===== src/rtl/ccm_seq_pkg.sv =====
// Shared sizes, derived constants and types for the CCM sequencer.
// Assumes the fixed job shape: 16-byte associated data and payload.
package ccm_seq_pkg;
    localparam int BYTE_W    = 8;
    localparam int BLK_W     = 128;
    localparam int BLK_B     = BLK_W / BYTE_W;
    localparam int NONCE_B   = 8;
    localparam int TAG_B     = 6;
    localparam int AAD_B     = 16;
    localparam int PT_B      = 16;
    localparam int NONCE_W   = NONCE_B * BYTE_W;
    localparam int Q_B       = BLK_B - 1 - NONCE_B;
    localparam int LEN_W     = Q_B * BYTE_W;
    localparam int TAG_W     = TAG_B * BYTE_W;
    localparam int ALEN_W    = 16;
    localparam int OUT_B     = PT_B + TAG_B;
    localparam int OUT_W     = OUT_B * BYTE_W;
    localparam int CNT_W     = $clog2(OUT_B + 1);
    localparam logic [7:0] B0_FLAGS  = 8'(64 + 8 * ((TAG_B - 2) / 2) + (Q_B - 1));
    localparam logic [7:0] CTR_FLAGS = 8'(Q_B - 1);

    // Engine call order within one job; the step index walks this list.
    typedef enum logic [2:0] {
        STEP_B0   = 3'd0,
        STEP_A1   = 3'd1,
        STEP_A2   = 3'd2,
        STEP_PT   = 3'd3,
        STEP_CTR1 = 3'd4,
        STEP_CTR0 = 3'd5
    } step_e;

    typedef enum logic [1:0] {
        ST_IDLE  = 2'd0,
        ST_ISSUE = 2'd1,
        ST_WAIT  = 2'd2,
        ST_DRAIN = 2'd3
    } state_e;
endpackage


===== src/rtl/ccm_loader.sv =====
// Byte-serial capture of key, nonce, associated data and payload.
// Assumes the caller gates shift_en so that loads happen only while idle.
module ccm_loader
    import ccm_seq_pkg::*;
(
    input  logic               clk,
    input  logic               rst_n,
    input  logic               shift_en,
    input  logic [BYTE_W-1:0]  key_byte,
    input  logic [BYTE_W-1:0]  nonce_byte,
    input  logic [BYTE_W-1:0]  aad_byte,
    input  logic [BYTE_W-1:0]  pt_byte,
    output logic [BLK_W-1:0]   key_q,
    output logic [NONCE_W-1:0] nonce_q,
    output logic [BLK_W-1:0]   aad_q,
    output logic [BLK_W-1:0]   pt_q
);
    // Shift each register left by one byte per load beat.
    always_ff @(posedge clk) begin
        if (!rst_n) begin
            key_q   <= '0;
            nonce_q <= '0;
            aad_q   <= '0;
            pt_q    <= '0;
        end else if (shift_en) begin
            key_q   <= {key_q[BLK_W-BYTE_W-1:0], key_byte};
            nonce_q <= {nonce_q[NONCE_W-BYTE_W-1:0], nonce_byte};
            aad_q   <= {aad_q[BLK_W-BYTE_W-1:0], aad_byte};
            pt_q    <= {pt_q[BLK_W-BYTE_W-1:0], pt_byte};
        end
    end
endmodule


===== src/rtl/ccm_blockmux.sv =====
// Builds the engine input block for the current step: the formatted
// authentication blocks chained with the running MAC, or counter blocks.
// Assumes 16 bytes of associated data, split 14 + 2 by the length prefix.
module ccm_blockmux
    import ccm_seq_pkg::*;
(
    input  step_e              step,
    input  logic [BLK_W-1:0]   chain,
    input  logic [NONCE_W-1:0] nonce,
    input  logic [BLK_W-1:0]   aad,
    input  logic [BLK_W-1:0]   pt,
    output logic [BLK_W-1:0]   blk
);
    // Select and format the block routed to the engine.
    always_comb begin
        case (step)
            STEP_B0:   blk = {B0_FLAGS, nonce, LEN_W'(PT_B)};
            STEP_A1:   blk = chain ^ {ALEN_W'(AAD_B), aad[BLK_W-1:ALEN_W]};
            STEP_A2:   blk = chain ^ {aad[ALEN_W-1:0], {(BLK_W-ALEN_W){1'b0}}};
            STEP_PT:   blk = chain ^ pt;
            STEP_CTR1: blk = {CTR_FLAGS, nonce, LEN_W'(1)};
            default:   blk = {CTR_FLAGS, nonce, LEN_W'(0)};
        endcase
    end
endmodule


===== src/rtl/ccm_outq.sv =====
// Output byte queue: loaded with ciphertext and tag in one cycle, then
// offers one byte at a time, most significant first, advancing on pop.
// Assumes load never coincides with a non-empty queue.
module ccm_outq
    import ccm_seq_pkg::*;
(
    input  logic              clk,
    input  logic              rst_n,
    input  logic              load,
    input  logic [OUT_W-1:0]  data,
    input  logic              pop,
    output logic [BYTE_W-1:0] out_byte,
    output logic              vld,
    output logic              last
);
    logic [OUT_W-1:0] sreg;
    logic [CNT_W-1:0] cnt;

    // Hold the frame and count the bytes still to be taken.
    always_ff @(posedge clk) begin
        if (!rst_n) begin
            sreg <= '0;
            cnt  <= '0;
        end else if (load) begin
            sreg <= data;
            cnt  <= CNT_W'(OUT_B);
        end else if (pop && cnt != '0) begin
            sreg <= {sreg[OUT_W-BYTE_W-1:0], {BYTE_W{1'b0}}};
            cnt  <= cnt - 1'b1;
        end
    end

    // Expose the head byte and the queue status.
    always_comb begin
        out_byte = sreg[OUT_W-1 -: BYTE_W];
        vld      = (cnt != '0);
        last     = (cnt == CNT_W'(1));
    end
endmodule


===== src/rtl/ccm_seq.sv =====
// CCM authenticated encryption sequencer around one external block cipher.
// A step index time-shares the engine: four MAC calls, then counter
// blocks 1 and 0. Assumes the engine answers each start with one done.
module ccm_seq
    import ccm_seq_pkg::*;
(
    input  logic         clk,
    input  logic         rst_n,
    input  logic         ld_stb,
    input  logic [7:0]   key_byte,
    input  logic [7:0]   nonce_byte,
    input  logic [7:0]   aad_byte,
    input  logic [7:0]   pt_byte,
    input  logic         go,
    input  logic         pop,
    output logic [7:0]   out_byte,
    output logic         out_vld,
    output logic         eng_start,
    output logic [127:0] eng_key,
    output logic [127:0] eng_block,
    input  logic         eng_done,
    input  logic [127:0] eng_result
);
    state_e             state;
    step_e              step;
    logic [BLK_W-1:0]   chain;
    logic [BLK_W-1:0]   ct;
    logic [NONCE_W-1:0] nonce_q;
    logic [BLK_W-1:0]   aad_q;
    logic [BLK_W-1:0]   pt_q;
    logic               idle;
    logic               step_done;
    logic               q_load;
    logic               q_last;
    logic [OUT_W-1:0]   q_data;

    // Decode the control conditions shared by the processes below.
    always_comb begin
        idle      = (state == ST_IDLE);
        step_done = (state == ST_WAIT) && eng_done;
        q_load    = step_done && (step == STEP_CTR0);
        q_data    = {ct, chain[BLK_W-1 -: TAG_W] ^ eng_result[BLK_W-1 -: TAG_W]};
        eng_start = (state == ST_ISSUE);
    end

    ccm_loader u_loader (
        .clk        (clk),
        .rst_n      (rst_n),
        .shift_en   (ld_stb && idle),
        .key_byte   (key_byte),
        .nonce_byte (nonce_byte),
        .aad_byte   (aad_byte),
        .pt_byte    (pt_byte),
        .key_q      (eng_key),
        .nonce_q    (nonce_q),
        .aad_q      (aad_q),
        .pt_q       (pt_q)
    );

    ccm_blockmux u_mux (
        .step  (step),
        .chain (chain),
        .nonce (nonce_q),
        .aad   (aad_q),
        .pt    (pt_q),
        .blk   (eng_block)
    );

    ccm_outq u_outq (
        .clk      (clk),
        .rst_n    (rst_n),
        .load     (q_load),
        .data     (q_data),
        .pop      (pop),
        .out_byte (out_byte),
        .vld      (out_vld),
        .last     (q_last)
    );

    // Job state machine with the loop-index step counter.
    always_ff @(posedge clk) begin
        if (!rst_n) begin
            state <= ST_IDLE;
            step  <= STEP_B0;
        end else begin
            case (state)
                ST_IDLE: if (go) begin
                    state <= ST_ISSUE;
                    step  <= STEP_B0;
                end
                ST_ISSUE: state <= ST_WAIT;
                ST_WAIT: if (eng_done) begin
                    if (step == STEP_CTR0) begin
                        state <= ST_DRAIN;
                    end else begin
                        state <= ST_ISSUE;
                        step  <= step_e'(step + 3'd1);
                    end
                end
                default: if (pop && q_last) state <= ST_IDLE;
            endcase
        end
    end

    // Keep the MAC chain and the payload ciphertext from engine results.
    always_ff @(posedge clk) begin
        if (!rst_n) begin
            chain <= '0;
            ct    <= '0;
        end else if (step_done) begin
            if (step == STEP_CTR1) begin
                ct <= pt_q ^ eng_result;
            end else if (step != STEP_CTR0) begin
                chain <= eng_result;
            end
        end
    end
endmodule


===== config.mk =====
export PLATFORM = sky130hd
export DESIGN_NAME = ccm_seq
export DESIGN_NICKNAME = d
export VERILOG_FILES = /design/src/rtl/ccm_seq_pkg.sv /design/src/rtl/ccm_loader.sv /design/src/rtl/ccm_blockmux.sv /design/src/rtl/ccm_outq.sv /design/src/rtl/ccm_seq.sv
export SDC_FILE = /design/constraint.sdc
export NUM_CORES = 2
export LEC_CHECK = 0
export BUFFER_PORTS_ARGS = -buffer_cell sky130_fd_sc_hd__buf_4
export CORE_MARGIN = 5
export CORE_UTILIZATION = 35
export DETAILED_ROUTE_END_ITERATION = 7
export GPL_TIMING_DRIVEN = 0
export SYNTH_ARGS = -nofsm -noshare
export SYNTH_HDL_FRONTEND = slang
export SYNTH_HIERARCHICAL = 1
export SYNTH_SLANG_ARGS = --single-unit

===== constraint.sdc =====
create_clock -name clk -period 6.9 [get_ports clk]
set_input_delay 1.035 -clock clk [delete_from_list [all_inputs] [get_ports clk]]
set_output_delay 1.035 -clock clk [all_outputs]
set_load 0.02 [all_outputs]

==> impl_metrics.tcl <==
set metrics [dict create \
    status "completed" \
    cts.sinks 890 \
    clk_latency_ns 0.68 \
    ys_types 58 \
    synth_seq_area_share 0.4206 \
    synthesis.nets 4698 \
    start_util 0.3526 \
    normalized_max_slew_margin 0.02590 \
    final.setup_skew_ns 0.03319 \
    hold_depth 2 \
    postSynthCellCount 4527 \
    core_region_area_um2 120100 \
    post_synth_main_area_contributors "dfxtp_1 42%, mux2i_1 14%, nor2b_1 6.7%" \
    setup_total_negative_slack_ns 0 \
    cts_inserted_buffers 100 \
    worst_slew_pin_slew_ns 1.461 \
    max_stage_delay_ns 0.85 \
    cts-root-buf "clkbuf_16" \
    min-delay-path-class "reg -> reg" \
    gr-usage-all-layers 0.2440 \
    port_buffers 430 \
    critical_path.endpoint_type "output pin" \
    peak_vdd_ir_uv 196.6 \
    overall_power_of_the_completed_layout_mw 12.72 \
    antenna_found_initial 16 \
    maximum_number_of_pins_on_one_net_before_global_route_repair 14 \
    post-cts-setup-buffer-count 0 \
    grt_overflow 0 \
    cts.path.max_buffers 3 \
    grt_setup_unrepaired "no" \
    critical-path-top-delay-family "buffers and inverters" \
    max_clock_freq_mhz 218.8 \
    final_routed_drc_violation_total 0 \
    synthToLayoutAreaGrowth_pct 20.24 \
    timing.critical_path.buf_inv 3 \
    cell_repeated_most_along_the_worst_path "clkbuf_1" \
    row_count 127 \
    critical_path_arrival_ns 3.54 \
    final_count_of_pins_violating_max_slew 0 \
    final_net_count 5230 \
    die-area_um2 128100 \
    top_level_ports 432 \
    synth_async_sr_flop_share 0 \
    drt_pre_antenna_iters 6 \
    routed_wire_length_per_instance_um 24.07 \
    post_drt_via_cell_ratio 5.350 \
    cts.hold.buffers_added 0 \
    maxCapViolations 0 \
    synthFlopType "dfxtp_1" \
    worst-r2r-cell-count 10 \
    synth.cells.most_frequent "890 x dfxtp_1, 592 x mux2i_1, 454 x nor2b_1" \
    synth-warning-count 6 \
    worst_setup_path_start_kind "flop" \
    regToRegStartpoint "state[0]" \
    synth_top_cell_area_share 0.4206 \
    finalWeightedCongestion 0.9223 \
    final_min_period_over_clock_period 0.6624 \
    period_needed_ns 4.571 \
    synth_top_cell_by_area "dfxtp_1" \
    place_hpwl_um 124300 \
    rrSetupSlack_ns 2.99 \
    cts-htree-levels 3 \
    cp_cell_sequence "nand2b_1 > clkbuf_1 > clkbuf_1 > a21oi_1 > a211oi_1 > buf_4" \
    synth-seq-cells 890 \
    postSynthAreaPerCell_um2 9.358 \
    vias 36178 \
    finalSetupViolCount 0 \
    detail_route.wirelength_um 162800 \
    report.final.hold_viol_count 0 \
    global_route_wire_length_before_repair_um 234500 \
    cts_tree "built" \
    hold_path_startpoint "u_outq/sreg[166]" \
    cts.clk_slew.worst_paths_ns 0.06 \
    r2r-end "u_outq/sreg[110]" \
    drive_above_1_share 0.1546 \
    static-leakage-power_nw 20.41 \
    cts_resized 0 \
    crit_fanout 10 \
    syn-cell-area_um2 42360 \
    die_x_um 357.9 \
    synth_edf_count 0 \
    required_ns 5.86 \
    detail_route.iter0.violations 3725 \
    antenna_left 0 \
    crit_path_top_delay_cell "a211oi_1" \
    floorplan.die.height_um 357.9 \
    yosys.cell_count.top_type "dfxtp_1" \
    timing.hold.worst_endpoint "u_outq/sreg[174]" \
    power_dens_cells_nw_per_um2 249.8 \
    criticalPathCategory "reg -> out" \
    first_global_vias 34307 \
]
[cells by family (layout without fill, tap and decap cells)]
family                     Yosys count  count (layout)  share of synthesized area
buffers and inverters              432            1047                    0.06306
other                                0               8                          0
and+or+nand+nor                   1340            1340                     0.1662
adders and majority gates            5               5                   0.001477
DFF                                890             890                     0.4206
xor gates and xnor gates           305             305                    0.06306
muxes                              593             593                     0.1401
AOI/OAI and AO/OA                  962             962                     0.1455
[where the power goes]
part	switching [mW]	leakage, nW	total [mW]	internal [mW]
sequential	0.0763	7.18	5.27	5.19
combinational	1.38	11.6	2.02	0.637
clock	2.28	1.64	5.44	3.16
total	3.73	20.4	12.7	8.99
[state kept, by name, summed over array words and instances (netlist names)]
name and cells:
u_outq/sreg 176, chain 128, ct 128, u_loader/aad_q 128, u_loader/key_q 128, u_loader/pt_q 128
u_loader/nonce_q 64, u_outq/cnt 5, step 3, state 2
[through the flow]
| stage | instances | utilization | hold slack [ns] | cell area, um^2 | setup slack, ns |
|---|---|---|---|---|---|
| finish | 6762 | 0.4240 | 0.4676 | 50940 | 2.329 |
| global route | 6762 | 0.4240 | 0.4988 | 50940 | 2.310 |
| CTS | 6754 | 0.4239 | 0.4792 | 50920 | 2.478 |
| detailed placement | 6569 | 0.3963 | 0.4807 | 47610 | 2.455 |
| global placement | 6569 | 0.3963 | 0.4715 | 47610 | 2.419 |
| floorplan | 4527 | - | 0.4562 | 42360 | 4.045 |
[layer usage]
metal | GRT usage | part of all wire | routed length (um) | up-vias
li1 | - | - | - | 17052
met1 | 0.3308 | 0.43 | 70540 | 17482
met2 | 0.3966 | 0.46 | 75560 | 1383
met3 | 0.03423 | 0.068 | 11040 | 251
met4 | 0.08977 | 0.034 | 5591 | 10
met5 | 0 | 0.00039 | 64 | -
[worst register-to-register path, cell delays in order, from the launching register on]
cell	delay, ns
dfxtp_1	0.32
buf_2	0.20
and4b_1	0.29
buf_2	0.24
buf_2	0.22
and2_1	0.24
inv_1	0.17
clkbuf_1	0.55
clkbuf_1	0.88
clkbuf_1	0.50
a31oi_1	0.15
[worst max-delay path by stage]
| stage | startpoint | to | slack [ns] | cells past startpoint |
|---|---|---|---|---|
| 4_1_cts | step[2] | eng_block[111] | 2.48 | 6 |
| 3_5_place_dp | eng_done | u_outq/sreg[41] | 2.45 | 10 |
| 5_1_grt | step[2] | eng_block[108] | 2.31 | 6 |
| 3_3_place_gp | eng_done | u_outq/sreg[42] | 2.42 | 10 |
| 6_report | step[2] | eng_block[111] | 2.33 | 6 |
| 2_1_floorplan | eng_done | u_outq/sreg[126] | 4.05 | 9 |
[final cells by class]
type | instances | area, um^2
repair buffers | 430 | 3228
well taps | 1612 | 2017
fillers | 11951 | 69190
flip-flops and latches | 890 | 17820
multi-input cells | 3205 | 21870
diodes | 8 | 20.02
inverters | 12 | 45.04
plain buffers | 420 | 2626
clock buffers | 146 | 2917
clock inverters | 39 | 392.9
[cell usage in the layout, fill, tap and decap left out, types with 6 or more instances in the layout]
cell       Yosys  layout
a31oi_1      228     228
a21boi_0      18      18
dfxtp_1      890     890
clkbuf_16      0     101
and3b_1        7       7
buf_8         45      45
clkbuf_1     216     239
buf_2         84      84
nand2_1      389     389
o211ai_1      16      16
nand3b_1      58      58
diode_2        0       8
buf_6          7       7
nor2b_1      454     454
a211oi_1      45      45
buf_12        15      15
mux2i_1      592     592
xor2_1       125     125
clkbuf_8       0      22
xnor2_1      180     180
a21oi_1       99      99
o32ai_1       16      16
o211a_1      128     128
buf_1         14      14
nand3_1      398     398
clkinv_2       0      22
o21ai_0      355     355
a21o_1        42      42
buf_4         37     467
bufinv_16      0       6
inv_1          8       8
(Power assumes the default switching activity.)
